[config.mk]
export PLATFORM = sky130hd
export DESIGN_NAME = ir_frame_rx
export DESIGN_NICKNAME = d
export VERILOG_FILES = /design/src/rtl/ir_rx_pkg.sv /design/src/rtl/ir_run_meter.sv /design/src/rtl/ir_slot_decoder.sv /design/src/rtl/ir_frame_rx.sv
export SDC_FILE = /design/constraint.sdc
export NUM_CORES = 1
export LEC_CHECK = 0
export BUFFER_PORTS_ARGS = -buffer_cell sky130_fd_sc_hd__buf_2
export CORE_ASPECT_RATIO = 1.5
export CORE_MARGIN = 3
export CORE_UTILIZATION = 50
export DETAILED_ROUTE_END_ITERATION = 16
export PLACE_DENSITY = 0.68
export SYNTH_ARGS = -nofsm -noshare
export SYNTH_HDL_FRONTEND = slang
export SYNTH_SLANG_ARGS = --single-unit
[constraint.sdc]
create_clock -name clk -period 5.41 [get_ports clk]
set_input_delay 0.2705 -clock clk [delete_from_list [all_inputs] [get_ports clk]]
set_output_delay 0.2705 -clock clk [all_outputs]
set_load 0.01 [all_outputs]
[src/rtl/ir_rx_pkg.sv]
package ir_rx_pkg;

  typedef enum logic [2:0] {
    ST_IDLE = 3'd0,
    ST_CHK  = 3'd1,
    ST_DAT  = 3'd2,
    ST_DONE = 3'd3,
    ST_ERR  = 3'd4
  } rx_state_e;

  // Data slot: a space carries a one, a pulse carries a zero.
  function automatic logic slot_to_bit(input logic lvl);
    return ~lvl;
  endfunction

  // A check slot owes a pulse when the newest two bits are both zero.
  function automatic logic check_wants_pulse(input logic [1:0] newest_two);
    return (newest_two == 2'b00);
  endfunction

endpackage

[src/rtl/ir_run_meter.sv]
module ir_run_meter #(
  parameter int UNIT_US = 416,
  parameter int HALF_US = 208,
  parameter int GAP_US  = 10000
) (
  input  logic clk,
  input  logic rst_n,
  input  logic us_tick,
  input  logic line_i,
  output logic run_edge_o,
  output logic unit_stb_o,
  output logic unit_lvl_o,
  output logic long_space_o
);

  localparam int PH_W    = $clog2(UNIT_US + 1);
  localparam int RUN_SAT = GAP_US + 1;
  localparam int RUN_W   = $clog2(RUN_SAT + 1);
  localparam logic [PH_W-1:0]  PH_LAST  = PH_W'(UNIT_US - 1);
  localparam logic [PH_W-1:0]  PH_START = PH_W'(UNIT_US - HALF_US);
  localparam logic [RUN_W-1:0] RUN_TOP  = RUN_W'(RUN_SAT);

  logic             level_q;
  logic [PH_W-1:0]  phase_q;
  logic [RUN_W-1:0] run_q;

  // Named internal events
  logic edge_seen;
  logic unit_due;
  logic run_full;

  assign edge_seen = (line_i != level_q);
  assign unit_due  = us_tick && !edge_seen && (phase_q == PH_LAST);
  assign run_full  = (run_q == RUN_TOP);

  always_ff @(posedge clk or negedge rst_n) begin
    if (!rst_n) begin
      level_q <= 1'b0;
      phase_q <= PH_START;
      run_q   <= '0;
    end else if (edge_seen) begin
      level_q <= line_i;
      phase_q <= PH_START + PH_W'(us_tick);
      run_q   <= RUN_W'(us_tick);
    end else if (us_tick) begin
      phase_q <= unit_due ? '0 : phase_q + 1'b1;
      if (!run_full) run_q <= run_q + 1'b1;
    end
  end

  assign run_edge_o   = edge_seen;
  assign unit_stb_o   = unit_due;
  assign unit_lvl_o   = level_q;
  assign long_space_o = !level_q && run_full;

  AST_UNIT_ON_TICK: assert property (@(posedge clk) disable iff (!rst_n)
    unit_stb_o |-> (us_tick && !run_edge_o));
  AST_PHASE_RANGE: assert property (@(posedge clk) disable iff (!rst_n)
    phase_q <= PH_LAST);
  AST_RUN_SAT: assert property (@(posedge clk) disable iff (!rst_n)
    run_q <= RUN_TOP);
  AST_SAT_HOLD: assert property (@(posedge clk) disable iff (!rst_n)
    (run_full && !run_edge_o) |=> run_full);

endmodule

[src/rtl/ir_slot_decoder.sv]
module ir_slot_decoder
  import ir_rx_pkg::*;
#(
  parameter int               NBITS    = 31,
  parameter logic [NBITS-1:0] CHK_MASK = 31'h437F7E00
) (
  input  logic             clk,
  input  logic             rst_n,
  input  logic             unit_stb,
  input  logic             unit_lvl,
  input  logic             run_edge,
  input  logic             long_space,
  output logic [NBITS-1:0] code_o,
  output logic             valid_o,
  output logic             error_o
);

  localparam int CNT_W = $clog2(NBITS);
  localparam logic [CNT_W-1:0] CNT_TOP = CNT_W'(NBITS - 1);

  rx_state_e        state_q, state_d;
  logic [CNT_W-1:0] cnt_q, cnt_d;
  logic [NBITS-1:0] shreg_q, shreg_d;
  logic             chk_q, chk_d;
  logic             tainted_q;

  // Named internal events
  logic             go_err;
  logic             go_valid;
  logic             recover;
  logic             chk_pos;
  logic [NBITS-1:0] shifted;

  assign chk_pos = CHK_MASK[cnt_q];
  assign shifted = {shreg_q[NBITS-2:0], slot_to_bit(unit_lvl)};
  assign recover = (state_q == ST_ERR) && long_space && !tainted_q;

  always_comb begin
    state_d  = state_q;
    cnt_d    = cnt_q;
    shreg_d  = shreg_q;
    chk_d    = chk_q;
    go_err   = 1'b0;
    go_valid = 1'b0;
    if (recover) begin
      state_d = ST_IDLE;
    end else if (unit_stb) begin
      unique case (state_q)
        ST_IDLE: if (unit_lvl) begin
          state_d = ST_CHK;
          cnt_d   = CNT_TOP;
          shreg_d = '0;
        end
        ST_CHK: begin
          if (!chk_pos && unit_lvl) begin
            go_err = 1'b1;
          end else begin
            if (chk_pos) chk_d = unit_lvl;
            state_d = ST_DAT;
          end
        end
        ST_DAT: begin
          shreg_d = shifted;
          if (chk_pos && (chk_q != check_wants_pulse(shifted[1:0]))) begin
            go_err = 1'b1;
          end else if (cnt_q == '0) begin
            state_d = ST_DONE;
          end else begin
            cnt_d   = cnt_q - 1'b1;
            state_d = ST_CHK;
          end
        end
        ST_DONE: begin
          if (unit_lvl) begin
            go_err = 1'b1;
          end else begin
            go_valid = 1'b1;
            state_d  = ST_IDLE;
          end
        end
        default: ;
      endcase
      if (go_err) state_d = ST_ERR;
    end
  end

  always_ff @(posedge clk or negedge rst_n) begin
    if (!rst_n) begin
      state_q   <= ST_IDLE;
      cnt_q     <= '0;
      shreg_q   <= '0;
      chk_q     <= 1'b0;
      tainted_q <= 1'b0;
      code_o    <= '0;
      valid_o   <= 1'b0;
      error_o   <= 1'b0;
    end else begin
      state_q <= state_d;
      cnt_q   <= cnt_d;
      shreg_q <= shreg_d;
      chk_q   <= chk_d;
      valid_o <= go_valid;
      error_o <= go_err;
      if (go_valid) code_o <= shreg_q;
      if (go_err) tainted_q <= 1'b1;
      else if (run_edge) tainted_q <= 1'b0;
    end
  end

  AST_CNT_RANGE: assert property (@(posedge clk) disable iff (!rst_n)
    cnt_q <= CNT_TOP);
  AST_IDLE_SPACE: assert property (@(posedge clk) disable iff (!rst_n)
    (state_q == ST_IDLE && unit_stb && !unit_lvl) |=> state_q == ST_IDLE);
  AST_NONCHK_PULSE: assert property (@(posedge clk) disable iff (!rst_n)
    (state_q == ST_CHK && unit_stb && unit_lvl && !chk_pos) |=> error_o);
  AST_VALID_AFTER_DONE: assert property (@(posedge clk) disable iff (!rst_n)
    valid_o |-> $past(state_q) == ST_DONE);
  AST_ERR_STICKY: assert property (@(posedge clk) disable iff (!rst_n)
    (state_q == ST_ERR && !(long_space && !tainted_q)) |=> state_q == ST_ERR);
  AST_STROBE_EXCL: assert property (@(posedge clk) disable iff (!rst_n)
    $onehot0({valid_o, error_o}));
  AST_CODE_HOLD: assert property (@(posedge clk) disable iff (!rst_n)
    (code_o != $past(code_o)) |-> valid_o);

endmodule

[src/rtl/ir_frame_rx.sv]
module ir_frame_rx #(
  parameter int               UNIT_US  = 416,
  parameter int               GAP_US   = 10000,
  parameter int               NBITS    = 31,
  parameter logic [NBITS-1:0] CHK_MASK = 31'h437F7E00
) (
  input  logic             clk,
  input  logic             rst_n,
  input  logic             us_tick,
  input  logic             ir_line,
  output logic [NBITS-1:0] scancode,
  output logic             frame_valid,
  output logic             frame_error
);

  localparam int HALF_US = UNIT_US / 2;

  logic run_edge;
  logic unit_stb;
  logic unit_lvl;
  logic long_space;

  ir_run_meter #(
    .UNIT_US (UNIT_US),
    .HALF_US (HALF_US),
    .GAP_US  (GAP_US)
  ) u_meter (
    .clk          (clk),
    .rst_n        (rst_n),
    .us_tick      (us_tick),
    .line_i       (ir_line),
    .run_edge_o   (run_edge),
    .unit_stb_o   (unit_stb),
    .unit_lvl_o   (unit_lvl),
    .long_space_o (long_space)
  );

  ir_slot_decoder #(
    .NBITS    (NBITS),
    .CHK_MASK (CHK_MASK)
  ) u_dec (
    .clk        (clk),
    .rst_n      (rst_n),
    .unit_stb   (unit_stb),
    .unit_lvl   (unit_lvl),
    .run_edge   (run_edge),
    .long_space (long_space),
    .code_o     (scancode),
    .valid_o    (frame_valid),
    .error_o    (frame_error)
  );

  AST_STROBE_NO_RESET_LEAK: assert property (@(posedge clk) disable iff (!rst_n)
    $rose(rst_n) |-> (!frame_valid && !frame_error));

endmodule

==> flow_metrics.tcl <==
set metrics [dict create \
    status "finished, final reports clean" \
    place_ws_ns 2.34 \
    path_cells "xor2_4, nor4_4, nand3b_1, buf_4, mux2_2" \
    ir_worst_vdd_mv 0.179 \
    dp_hpwl_um 5660 \
    grt_setup_unrepaired "no" \
    fin_nets 464 \
    cts.sinks 98 \
    antenna_found_initial 0 \
    relSlewSlack_pct 22.2 \
    drive_above_1_share_pct 22.5 \
    gr-usage-all-layers_pct 17.1 \
    grt_pass1_wl_um 14400 \
    drt_wl_total_um 8410 \
    clockRootBuffer "clkbuf_16" \
    finalSetupViolations 0 \
    cp-start-kind "flip-flop" \
    synthCells 423 \
    gp_congestion 0.802 \
    maxCapViolCount 0 \
    arrival_ns 3.30 \
    antenna_cells 0 \
    synth_edf_count 0 \
    cp_slowest_stage_delay_ns 0.85 \
    synth_cell_type_count 55 \
    ios 37 \
    finalMaxSlewViolations 0 \
    fin_skew_ns 0.00975 \
    drt_iter0_markers 98 \
    syn_to_final_growth_pct 11.2 \
    layout_setup_ws_ns 2.35 \
    tns_ns 0 \
    n_fill_cell 756 \
    place_area_um2 4840 \
    leakage_nw 2.34 \
    drtPass1Iterations 6 \
    clk_pin_slew_ns 0.07 \
    routed-via-count 3111 \
    htree_levels 3 \
    place_inst 551 \
    fin_crit_sh_pct 56.7 \
    wl_per_cell_um 14.8 \
    min_path_type "in -> reg" \
    grt_pass1_vias 3067 \
    synth_async_sr_flop_share_pct 100 \
    tightest_slew_ns 1.16 \
    numPortBuffers 36 \
    coreArea_um2 8930 \
    critPathMaxFanout 37 \
    die_w_um 84.6 \
    design_area_um2 5160 \
    worst-setup-path-type "reg -> reg" \
    synth_flop_cell "dfrtp_1" \
    stdcell_count 568 \
    die_h_um 124 \
    dieArea_um2 10500 \
    num_rows 42 \
    worstPathRequired_ns 5.64 \
    synth_seq_cells 98 \
    cts_buffers 9 \
    ys_warn_count 0 \
    hold_viol_final 0 \
    fin_total_pwr_w 0.00146 \
    avgViaCountPerCell 5.48 \
    ys_seq_area_share_pct 53.0 \
    syn_nets 434 \
    timing.fmax_ghz 0.326 \
    cts_resized 0 \
    period_minus_slack_ns 3.06 \
    clockBufferDepth 2 \
    initial_core_util_pct 51.9 \
    path_buf_inv 1 \
    clock_latency_ns 0.34 \
    syn_area_um2 4640 \
    power_density_nw_per_um2 283 \
    route.detailed.drc 0 \
    cp-end-kind "flip-flop" \
    syn_area_per_cell_um2 11.0 \
    slowest_stage "nand3b_1" \
    grt_max_degree 75 \
    ant_nets 0 \
    overflow 0 \
    cts_tree "done" \
    path_delay_family "simple AND/OR/NAND/NOR gates" \
]
-- through the flow --
step / util (%) / hold slack (ns)
2_1_floorplan: - / -0.0251
3_3_place_gp: 54.2 / 0.187
3_5_place_dp: 54.2 / 0.192
4_1_cts: 57.8 / 0.113
5_1_grt: 57.8 / 0.114
6_report: 57.8 / 0.123
-- per-layer routing --
metal	routed length [µm]	global-route usage, %	vias to the layer above
met5	0	0	-
met1	3660	21.7	1529
met3	324	2.51	9
met2	4310	29.0	58
met4	121	7.82	0
li1	-	-	1515
-- logic make-up (layout without fill, tap and decap cells) --
logic type / Yosys count / count (layout) / share of synthesized area [%]
flops: 98 / 98 / 53.0
mux: 35 / 35 / 10.8
fa+ha+maj: 7 / 7 / 1.89
xor+xnor: 21 / 21 / 4.37
simple gates: 155 / 155 / 16.0
buf+inv: 31 / 66 / 3.94
compound gates: 76 / 76 / 10.0
-- report_power, final --
part / total, W / leakage [nW] / switching (W) / internal [W]
Combinational: 0.0000566 / 0.859 / 0.0000404 / 0.0000162
Sequential: 0.000749 / 1.33 / 0.00000972 / 0.000739
Clock: 0.000653 / 0.142 / 0.000287 / 0.000366
-- Yosys cell counts, types with 2 or more instances --
library cell,n,area share (%)
or3_1,3,0.40
xor2_1,5,0.94
nand2_1,78,6.3
or4_1,2,0.32
mux2i_1,2,0.43
nand3b_1,3,0.49
inv_1,9,0.73
o21ai_0,42,4.5
buf_2,2,0.22
or3b_2,2,0.38
dfstp_2,3,1.7
ha_1,7,1.9
and4_1,3,0.57
mux2_4,29,9.4
mux2_2,4,0.97
and3_1,4,0.54
a211oi_1,8,1.3
a31oi_1,3,0.40
dfrtp_1,95,51
nor2b_1,2,0.27
a2111oi_0,3,0.57
buf_4,2,0.32
nor3_1,6,0.65
nand4_1,3,0.40
a21oi_1,10,1.1
and2b_1,2,0.32
nor2_1,25,2.0
buf_12,3,1.3
clkbuf_1,13,1.1
xnor2_1,15,2.8
nand3_1,11,1.2
-- layout make-up --
type	instances	area, µm²	area share [%]
clock buffers	9	225	4.36
clock inverters	7	83.8	1.62
inverters	9	33.8	0.655
multi-input cells	294	2000	38.8
flip-flops and latches	98	2460	47.6
well taps	110	138	2.67
repair buffers	41	223	4.32
-- flip-flops by register name, summed over array words and instances (netlist names) --
register            cells
u_dec.valid_o           1
u_dec.cnt_q             5
u_dec.code_o           31
u_dec.chk_q             1
u_dec.error_o           1
u_meter.run_q          14
u_meter.unit_lvl_o      1
u_dec.shreg_q          31
u_dec.tainted_q         1
u_dec.state_q           3
u_meter.phase_q         9
-- path summary, 6_finish.rpt --
kind | depth (start not counted) | to | start | slack [ns]
setup / recovery | 5 | u_dec.shreg_q[0]$_DFFE_PN0P_ | u_meter.unit_lvl_o$_DFFE_PN0N_ | 2.35
hold / removal | 1 | u_meter.unit_lvl_o$_DFFE_PN0N_ | ir_line | 0.12
setup reg to reg | 5 | u_dec.shreg_q[0]$_DFFE_PN0P_ | u_meter.unit_lvl_o$_DFFE_PN0N_ | 2.35
hold reg to reg | 1 | u_dec.code_o[20]$_DFFE_PN0P_ | u_dec.code_o[20]$_DFFE_PN0P_ | 0.51
max in group asynchronous | 3 | u_dec.cnt_q[4]$_DFFE_PN0P_ | rst_n | 3.84
min in group asynchronous | 2 | u_dec.code_o[12]$_DFFE_PN0P_ | rst_n | 0.37
-- timing repair --
item | CTS | global route
hold buffers | 1 | 0
endpoints found under the hold margin | 24 | 0
buffers inserted | 0 | 0
-- layout by cell type, fill, tap and decap left out, types with 2 or more instances in the layout --
cell,Yosys,routed
and3_1,4,3
mux2i_1,2,2
or3b_2,2,2
and2b_1,2,2
nand3_1,11,11
or3_1,3,3
and4_1,3,3
dfrtp_1,95,95
a2111oi_0,3,3
nand2_1,78,78
nor2b_1,2,2
mux2_2,4,4
nor2_1,25,25
buf_2,2,35
nand3b_1,3,3
inv_1,9,9
clkinvlp_4,0,3
a21oi_1,10,10
o21ai_0,42,42
dfstp_2,3,3
ha_1,7,7
inv_8,0,2
a31oi_1,3,3
nor3_1,6,6
buf_4,2,5
xnor2_1,15,15
mux2_4,29,29
nand4_1,3,3
or4_1,2,2
xor2_1,5,5
clkbuf_16,0,9
a211oi_1,8,8
-- worst reg2reg max path, delay by kind of cell (launching register included) --
family | cells | cell delay (ns)
simple gates | 2 | 1.24
xor+xnor | 1 | 0.26
flops | 1 | 0.59
mux | 1 | 0.30
buf+inv | 1 | 0.55
Power figures use the tool's default switching activity.
